`src/rtl/maint_pkg.sv`:
```
package maint_pkg;
    localparam int NTGT  = 5;
    localparam int CMD_W = 3;

    localparam int TGT_IC = 0;
    localparam int TGT_DC = 1;
    localparam int TGT_IT = 2;
    localparam int TGT_DT = 3;
    localparam int TGT_WB = 4;

    typedef enum logic [CMD_W-1:0] {
        CMD_WHOLE      = 3'd0,
        CMD_INV_ADDR   = 3'd1,
        CMD_CLEAN_ADDR = 3'd2,
        CMD_CLEAN_IDX  = 3'd3,
        CMD_INV_IDX    = 3'd4
    } cmd_e;

    typedef struct packed {
        logic            known;
        logic            noop;
        logic [NTGT-1:0] mask0;
        cmd_e            cmd0;
        logic            two;
        logic [NTGT-1:0] mask1;
        cmd_e            cmd1;
    } dec_t;

    typedef enum logic [1:0] {
        ST_IDLE = 2'd0,
        ST_RUN  = 2'd1,
        ST_GAP  = 2'd2
    } seq_state_e;
endpackage

```
`src/rtl/maint_decode.sv`:
```
module maint_decode
    import maint_pkg::*;
(
    input  logic       is_tlb,
    input  logic [2:0] opc,
    input  logic [3:0] crm,
    output dec_t       dec
);
    localparam logic [NTGT-1:0] M_IC = NTGT'(1) << TGT_IC;
    localparam logic [NTGT-1:0] M_DC = NTGT'(1) << TGT_DC;
    localparam logic [NTGT-1:0] M_IT = NTGT'(1) << TGT_IT;
    localparam logic [NTGT-1:0] M_DT = NTGT'(1) << TGT_DT;
    localparam logic [NTGT-1:0] M_WB = NTGT'(1) << TGT_WB;

    always_comb begin
        dec       = '0;
        dec.known = 1'b1;
        dec.cmd0  = CMD_WHOLE;
        dec.cmd1  = CMD_WHOLE;
        if (is_tlb) begin
            unique case ({opc, crm})
                {3'd0, 4'd7}: dec.mask0 = M_IT | M_DT;
                {3'd0, 4'd5}: dec.mask0 = M_IT;
                {3'd0, 4'd6}: dec.mask0 = M_DT;
                {3'd1, 4'd5}: begin dec.mask0 = M_IT; dec.cmd0 = CMD_INV_ADDR; end
                {3'd1, 4'd6}: begin dec.mask0 = M_DT; dec.cmd0 = CMD_INV_ADDR; end
                default:      dec.known = 1'b0;
            endcase
        end else begin
            unique case ({opc, crm})
                {3'd0, 4'd7}:  dec.mask0 = M_IC | M_DC;
                {3'd0, 4'd5}:  dec.mask0 = M_IC;
                {3'd0, 4'd6}:  dec.mask0 = M_DC;
                {3'd1, 4'd5}:  begin dec.mask0 = M_IC; dec.cmd0 = CMD_INV_ADDR; end
                {3'd1, 4'd6}:  begin dec.mask0 = M_DC; dec.cmd0 = CMD_INV_ADDR; end
                {3'd1, 4'd10}: begin dec.mask0 = M_DC; dec.cmd0 = CMD_CLEAN_ADDR; end
                {3'd1, 4'd14}: begin
                    dec.mask0 = M_DC; dec.cmd0 = CMD_CLEAN_ADDR;
                    dec.two   = 1'b1;
                    dec.mask1 = M_DC; dec.cmd1 = CMD_INV_ADDR;
                end
                {3'd2, 4'd10}: begin dec.mask0 = M_DC; dec.cmd0 = CMD_CLEAN_IDX; end
                {3'd2, 4'd14}: begin
                    dec.mask0 = M_DC; dec.cmd0 = CMD_CLEAN_IDX;
                    dec.two   = 1'b1;
                    dec.mask1 = M_DC; dec.cmd1 = CMD_INV_IDX;
                end
                {3'd4, 4'd10}: dec.mask0 = M_WB;
                {3'd4, 4'd0},
                {3'd1, 4'd13}: dec.noop = 1'b1;
                default:       dec.known = 1'b0;
            endcase
        end
    end
endmodule

```
`src/rtl/maint_seq.sv`:
```
module maint_seq
    import maint_pkg::*;
#(
    parameter int ARG_W = 32
) (
    input  logic             clk,
    input  logic             rst_n,
    input  logic             strobe,
    input  dec_t             dec,
    input  logic [ARG_W-1:0] arg_i,
    input  logic [NTGT-1:0]  ack_i,
    output logic [NTGT-1:0]  req_o,
    output logic [CMD_W-1:0] cmd_o,
    output logic [ARG_W-1:0] arg_o,
    output logic             busy_o,
    output logic             err_o
);
    typedef struct packed {
        seq_state_e      st;
        logic [NTGT-1:0] pend;
        cmd_e            cmd;
        logic [ARG_W-1:0] arg;
        logic            two;
        logic [NTGT-1:0] mask1;
        cmd_e            cmd1;
        logic            err;
    } seq_t;

    seq_t s_d, s_q;

    always_comb begin
        s_d     = s_q;
        s_d.err = 1'b0;
        unique case (s_q.st)
            ST_IDLE: begin
                if (strobe) begin
                    if (!dec.known) begin
                        s_d.err = 1'b1;
                    end else if (!dec.noop) begin
                        s_d.st    = ST_RUN;
                        s_d.pend  = dec.mask0;
                        s_d.cmd   = dec.cmd0;
                        s_d.arg   = arg_i;
                        s_d.two   = dec.two;
                        s_d.mask1 = dec.mask1;
                        s_d.cmd1  = dec.cmd1;
                    end
                end
            end
            ST_RUN: begin
                s_d.pend = s_q.pend & ~ack_i;
                if (s_d.pend == '0) begin
                    s_d.st = s_q.two ? ST_GAP : ST_IDLE;
                end
            end
            ST_GAP: begin
                s_d.st   = ST_RUN;
                s_d.pend = s_q.mask1;
                s_d.cmd  = s_q.cmd1;
                s_d.two  = 1'b0;
            end
            default: s_d.st = ST_IDLE;
        endcase
    end

    always_ff @(posedge clk or negedge rst_n) begin
        if (!rst_n) begin
            s_q <= '{st: ST_IDLE, cmd: CMD_WHOLE, cmd1: CMD_WHOLE, default: '0};
        end else begin
            s_q <= s_d;
        end
    end

    assign req_o  = s_q.pend;
    assign cmd_o  = s_q.cmd;
    assign arg_o  = s_q.arg;
    assign busy_o = (s_q.st != ST_IDLE);
    assign err_o  = s_q.err;

    // each request line holds until its own acknowledge
    for (genvar i = 0; i < NTGT; i++) begin : g_hold
        p_req_hold_r9: assert property (@(posedge clk) disable iff (!rst_n)
            (req_o[i] && !ack_i[i]) |=> req_o[i]);
    end

    // code and operand steady while any request stays outstanding
    p_cmd_stable_r9: assert property (@(posedge clk) disable iff (!rst_n)
        ((req_o & ~ack_i) != '0) |=> ($stable(cmd_o) && $stable(arg_o)));

    p_busy_covers_req_r10: assert property (@(posedge clk) disable iff (!rst_n)
        (req_o != '0) |-> busy_o);

    p_ignore_busy_r10: assert property (@(posedge clk) disable iff (!rst_n)
        (busy_o && strobe) |=> !err_o);

    p_err_quiet_r8: assert property (@(posedge clk) disable iff (!rst_n)
        err_o |-> (!busy_o && req_o == '0));

    // an idle gap inside a sequence is always followed by the second step
    p_gap_then_step_r3: assert property (@(posedge clk) disable iff (!rst_n)
        (busy_o && req_o == '0) |=> (req_o != '0));
endmodule

```
`src/rtl/maint_decoder.sv`:
```
module maint_decoder
    import maint_pkg::*;
#(
    parameter int ARG_W = 32
) (
    input  logic             clk,
    input  logic             rst_n,
    input  logic             op_valid,
    input  logic             op_is_tlb,
    input  logic [2:0]       op_opc2,
    input  logic [3:0]       op_crm,
    input  logic [ARG_W-1:0] op_arg,
    input  logic [NTGT-1:0]  tgt_ack,
    output logic [NTGT-1:0]  tgt_req,
    output logic [CMD_W-1:0] tgt_cmd,
    output logic [ARG_W-1:0] tgt_arg,
    output logic             busy,
    output logic             op_err
);
    dec_t dec;

    maint_decode u_decode (
        .is_tlb (op_is_tlb),
        .opc    (op_opc2),
        .crm    (op_crm),
        .dec    (dec)
    );

    maint_seq #(.ARG_W(ARG_W)) u_seq (
        .clk    (clk),
        .rst_n  (rst_n),
        .strobe (op_valid),
        .dec    (dec),
        .arg_i  (op_arg),
        .ack_i  (tgt_ack),
        .req_o  (tgt_req),
        .cmd_o  (tgt_cmd),
        .arg_o  (tgt_arg),
        .busy_o (busy),
        .err_o  (op_err)
    );
endmodule

```
`config.mk`:
```
export PLATFORM = sky130hd
export DESIGN_NAME = maint_decoder
export DESIGN_NICKNAME = d
export VERILOG_FILES = /design/src/rtl/maint_pkg.sv /design/src/rtl/maint_decode.sv /design/src/rtl/maint_seq.sv /design/src/rtl/maint_decoder.sv
export SDC_FILE = /design/constraint.sdc
export NUM_CORES = 1
export LEC_CHECK = 0
export BUFFER_PORTS_ARGS = -buffer_cell sky130_fd_sc_hd__buf_4
export CORE_MARGIN = 2
export CORE_UTILIZATION = 51
export CTS_CLUSTER_SIZE = 10
export DETAILED_ROUTE_END_ITERATION = 12
export HOLD_SLACK_MARGIN = 0.12
export PLACE_DENSITY = 0.88
export RECOVER_POWER = 100
export SYNTH_ARGS = -nofsm -noshare
export SYNTH_HDL_FRONTEND = slang
export SYNTH_SLANG_ARGS = --single-unit
```
`constraint.sdc`:
```
create_clock -name clk -period 2.3 [get_ports clk]
set_clock_uncertainty 0.1 [all_clocks]
set_input_delay 0.115 -clock clk [delete_from_list [all_inputs] [get_ports clk]]
set_output_delay 0.115 -clock clk [all_outputs]
set_load 0.02 [all_outputs]
```
[Word-level counts from Yosys, hierarchy flattened]
Index checks and enable logic that the tools add are counted.
Storage, ports and cells
  register bits after elaboration: 52
  input port bits: 48
  output and inout port bits: 42
  logic and storage cells: 70
Operators by class
  equal/unequal tests: 18
  muxes and demuxes: 23
  bitwise logic cells: 3
  reduce and logical (&&, ||, !) cells: 18
Operator list (count)
  2-to-1 mux 51 bit: 2
  2-to-1 mux 52 bit: 1
  == test 7 x 5 -> 1 bit (second input constant): 5
  == test 7 x 3 -> 1 bit (second input constant): 3
  case mux 5 bit (4 select lines): 1
  case mux 9 bit (2 select lines): 1
  AND reduction 4 bit: 4
  case mux 5 bit (3 select lines): 1
  == test 7 x 6 -> 1 bit (second input constant): 2
  == test 7 bit (second input constant): 2
  case mux 2 bit (3 select lines): 2
  case mux 4 bit (3 select lines): 1
  OR reduction 12 bit: 1
  OR reduction 2 bit: 6
  2-to-1 mux 9 bit: 1
  2-to-1 mux 1 bit: 8
  2-to-1 mux 8 bit: 1
  case mux 3 bit (2 select lines): 1
  OR reduction 6 bit: 1
  bitwise AND 5 bit: 1
  zero test 5 bit: 1
  NOT 5 bit: 1
  OR reduction 5 bit: 1
  2-to-1 mux 2 bit: 2
  other kinds (9): 12

[Logic depth before layout (Yosys ltp)]
  word-level depth: 8
  gate-level depth with buffers: 8
  depth with buffers taken out: 7

[Modules after synthesis]
From an unflattened synthesis, not the netlist that was laid out.
Second synthesis, totals
  cell total of the unflattened synthesis: 259
  area total of the unflattened synthesis: 3016.6 sq um
Modules (own cells, without submodules)
  maint_seq: times used 1, cells an instance 212, area each 2725.1 sq um, seq. area each 1301.2 sq um
  maint_decode: times used 1, cells an instance 47, area each 291.5 sq um, seq. area each 0.0 sq um

[Worst setup path before layout]
Ideal clock, no wire load.
  kind: input -> register
  from: input port op_opc2[1]
  to: register u_seq.s_q (netlist bit u_seq.arg_o[10])
  library setup time: 125 ps
  arrival: 2081 ps
  required time: 2075 ps
  slack: -6 ps
  cell stages on the path: 8
  path buffers: 3
  path through: buf_6 > or3b_1 > or3_1 > and3_1 > buf_6 > a21oi_4 > buf_8 > mux2_4
On the way
  cells in the longest elaborated chain, start to end: 6
  elaborated cells on any way between the ends: 22
  classes of those cells: 12 x eq/ne; 5 x mux; 1 x bitwise; 4 x reduce/logical
Ends and longest elaborated chain
  from (decl): line maint_decoder.sv:10  | input logic [2:0] op_opc2,
  parallel branches: the longest is 5 deep, another holds OR reduction 12 bit
  AND reduction 4 bit (no line) (*)
  to (signal assigned): line maint_seq.sv:68  | s_q <= '{st: ST_IDLE, cmd: CMD_WHOLE, cmd1: CMD_WHOLE, default: '0};
  to (signal assigned): line maint_seq.sv:70  | s_q <= s_d;
  to (decl): line maint_seq.sv:29  | seq_t s_d, s_q;
Mark *: on every way between the ends.
A chain may end at the register's enable or synchronous reset.

[Final worst setup path]
  from: register u_seq.s_q[50] (netlist name)
  to: register u_seq.s_q (netlist bit u_seq.req_o[1])
On the way
  cells in the longest elaborated chain, start to end: 3
  elaborated cells on any way between the ends: 9
  classes of those cells: 5 x eq/ne; 1 x mux; 3 x reduce/logical
Ends and longest elaborated chain
  == test 2 x 1 -> 1 bit, or another cell as far along: line maint_seq.sv:34  | unique case (s_q.st)
  nonzero test 3 bit (no line), or another cell as far along
  AND reduction 4 bit (no line)
Several ways; a longest one is shown, not always the timed one.

==> results by group <==
Status
  – Result of the run: completed

GRT
  – Global route overflow: 0
  – Maximum number of pins on one net before global-route repair: 48
  – Number of antenna violations at the first check in global routing: 0
  – GRT Resource Usage Total: 21.5%
  – Global-route wire length before repair: 10500 um
  – Vias in the first global route: 2205

Setup path
  – Setup slack on the worst flop-to-flop path: 0.21 ns
  – Req. time, crit path: 2.38 ns
  – Critical path data arrival time: 2.18 ns
  – Delay of the slowest critical-path stage: 0.43 ns
  – Path type of the worst setup path: reg -> reg
  – Slowest cell on the critical path: sky130_fd_sc_hd__dfrtp_1
  – Chain of cells forming the critical path: inv_1, ha_1, o41a_1, nor2_1, a41oi_2, mux2_2
  – Reg-to-reg startpoint: u_seq.s_q[50]
  – Reg-to-Reg End: u_seq.req_o[1]
  – Nature of the critical path startpoint: flop
  – Largest driver fanout on the critical path: 5
  – Worst Setup End Kind: flop
  – Path depth of the worst reg2reg path: 6

Power
  – Static leakage power: 1.52 nW
  – Largest voltage drop on the vdd net: 0.000466 V
  – Power density normalized to cell area: 969 nW/um^2

Clock tree
  – CTS root buffer: sky130_fd_sc_hd__clkbuf_8
  – Number of post-CTS setup repair buffers: 0
  – Total CTS buffers: 5
  – H-tree levels: 2
  – Max clock buf depth: 2
  – CTS sink count: 47
  – Clock input transition at the sequential cells of the worst setup and hold paths: 0.08 ns
  – Clock latency reported for the late side of the worst-skew pair: 0.29 ns
  – CTS tree: yes

Die
  – Area enclosed by the die boundary: 6130 sq um
  – Floorplan core area: 5410 sq um
  – Die Span Y: 78.3 um
  – Number of rows in the core area: 27
  – IO Pins: 90
  – Initial Util: 52.1%
  – Overall die width: 78.3 um

Logic synthesis
  – Seq cells post-synth: 47
  – Syn Std Cell Area: 2810 sq um
  – Avg Synthesized Cell Area: 11.6 sq um
  – EDFF count, synth: 0
  – Post-Synthesis Net Count: 295
  – Share of flip-flops with an asynchronous set or reset: 100%
  – Main flop type after synthesis: sky130_fd_sc_hd__dfrtp_1
  – Syn Inst Count: 242
  – Sequential fraction of the synthesis area: 41.8%
  – Number of distinct library cell variants in the gate-level netlist after synthesis: 54
  – Yosys warnings: 0

Flow run
  – Max-cap violations: 0

Routing
  – Detailed-route via count: 2107
  – Final ANT Viol Nets: 0
  – Drt first pass iters: 4
  – 1st-iter DRT viols: 116
  – Vias per inst: 5.16
  – Drt total wl: 6170 um
  – Routed wire per std cell: 15.1 um
  – Number of remaining DRC errors: 0

Cells and area
  – Area growth, synth to finish: 24.3%
  – Ratio of cells with drive above 1 in the final layout: 22.6%
  – Net total in the final layout: 388
  – # diodes: 0

Timing
  – Final setup TNS: 0 ns
  – Final setup vio count: 0
  – Final Hold Viols: 0
  – Remaining max-slew budget at the tightest pin: 24.7%
  – Tightest Pin Transition: 1.13 ns
  – Minimum hold slack: 0.135 ns
  – Number of max-slew violations in the final report: 0
  – Time the final worst path needs with I/O delays and setup: 2.09 ns
  – Period Utilization, post-route: 91.1%
  – Max Clk Rate: 0.477 GHz
  – Unrepaired setup endpoints after global routing: false

Hold path
  – Hold path startpoint: tgt_ack[2]
  – Worst hold path cell count: 3
  – Worst min-delay path category: in -> reg
  – Worst Hold Path EP: u_seq.req_o[2]

Place
  – Final RePlAce weighted congestion: 0.921
  – Input/output buffers: 89
  – Total half-perimeter wirelength after legalization and detailed placement: 4350 um
worst max-delay path, delay by kind of cell, from the launching register on:
family,cells,cell delay [ns]
buffers and inverters,1,0.12
multiplexers,1,0.37
AND/OR/NAND/NOR,1,0.08
adder cells (fa/ha/maj),1,0.26
flip-flops,1,0.43
AO/OA/AOI/OAI,2,0.62
state kept, by name, summed over array words and instances (netlist names):
signal,flops
u_seq.arg_o,32
u_seq.s_q,6
u_seq.req_o,5
u_seq.cmd_o,3
u_seq.err_o,1
metal layers:
metal  vias up  track usage [%]  share of wire (%)
li1       1016                -                  -
met1      1013             28.0                 44
met2        73             37.6                 50
met3         5             3.33                4.8
met4         0             5.09               0.78
met5         -                0                  0
layout make-up:
class                           instances  area (sq um)
Sequential cell                        47          1180
Timing Repair Buffer                  136           970
Clock buffer                            5          68.8
Inverter                                7          26.3
Fill cell                             488          1910
Tap cell                               72          90.1
Multi-Input combinational cell        138          1120
Clock inverter                          3          43.8
cells by family after synthesis:
group           count (synthesis)  synth area share [%]
simple gates                   60                  12.2
buf+inv                        57                  14.7
fa+ha+maj                       5                  2.22
xor+xnor                        1                 0.311
compound gates                 37                  11.1
mux                            35                  17.7
flops                          47                  41.8
layout by cell type (no fill, tap or decap), drive strengths merged, types with 3 or more instances in the layout:
cell type,instances
nand2,12
dlygate4sd3,35
nand3,3
nor2,11
ha,5
mux2,34
and3,3
inv,7
o21ai,4
a221o,4
dfrtp,47
buf,57
o211ai,4
nand2b,3
clkbuf,49
o21a,3
nor2b,8
stage by stage:
step	area (sq um)	std cells	utilization, %	setup WS [ns]	power, mW
2_1_floorplan	2810	242	-	0.0106	2.87
3_3_place_gp	3300	365	61.0	0.0637	3.18
3_5_place_dp	3300	365	61.0	0.0230	3.23
4_1_cts	3760	408	69.6	0.236	3.89
5_1_grt	3500	408	64.7	0.132	3.60
6_report	3500	408	64.7	0.206	3.39
where the power goes:
group	leakage (nW)	internal (mW)	total (mW)	switching, mW
combinational	0.879	0.544	1.48	0.933
clock	0.0581	0.324	0.595	0.272
sequential	0.586	1.14	1.32	0.174
cell usage after synthesis (3+ instances only):
| cell type | n | share of area, % |
|---|---|---|
| sky130_fd_sc_hd__nor2b_1 | 8 | 1.8 |
| sky130_fd_sc_hd__o21ai_0 | 4 | 0.71 |
| sky130_fd_sc_hd__dfrtp_1 | 47 | 42 |
| sky130_fd_sc_hd__buf_8 | 3 | 1.6 |
| sky130_fd_sc_hd__o211ai_1 | 4 | 1.1 |
| sky130_fd_sc_hd__o21a_1 | 3 | 0.80 |
| sky130_fd_sc_hd__nor2_1 | 11 | 1.5 |
| sky130_fd_sc_hd__nand2_1 | 12 | 1.6 |
| sky130_fd_sc_hd__mux2_4 | 28 | 15 |
| sky130_fd_sc_hd__nand3_1 | 3 | 0.53 |
| sky130_fd_sc_hd__and3_1 | 3 | 0.67 |
| sky130_fd_sc_hd__buf_4 | 40 | 11 |
| sky130_fd_sc_hd__mux2_2 | 6 | 2.4 |
| sky130_fd_sc_hd__clkbuf_1 | 4 | 0.53 |
| sky130_fd_sc_hd__nand2b_1 | 3 | 0.67 |
| sky130_fd_sc_hd__a221o_1 | 4 | 1.4 |
| sky130_fd_sc_hd__ha_1 | 5 | 2.2 |
| sky130_fd_sc_hd__inv_1 | 7 | 0.93 |
worst max-delay path by stage:
stage,depth (start not counted),start,to
floorplan,8,op_opc2[1],u_seq.arg_o[10]
global placement,8,op_crm[3],u_seq.arg_o[29]
detailed placement,7,op_opc2[1],u_seq.arg_o[0]
CTS,6,u_seq.s_q[50],u_seq.req_o[1]
global route,5,u_seq.req_o[3],u_seq.s_q[51]
finish,6,u_seq.s_q[50],u_seq.req_o[1]
timing repair:
action / 4_1_cts / 5_1_grt
gates resized for setup: 0 / 0
endpoints found under the hold margin: 81 / 0
hold buffers: 35 / 0
No activity file was read; power rests on OpenSTA's default activity.
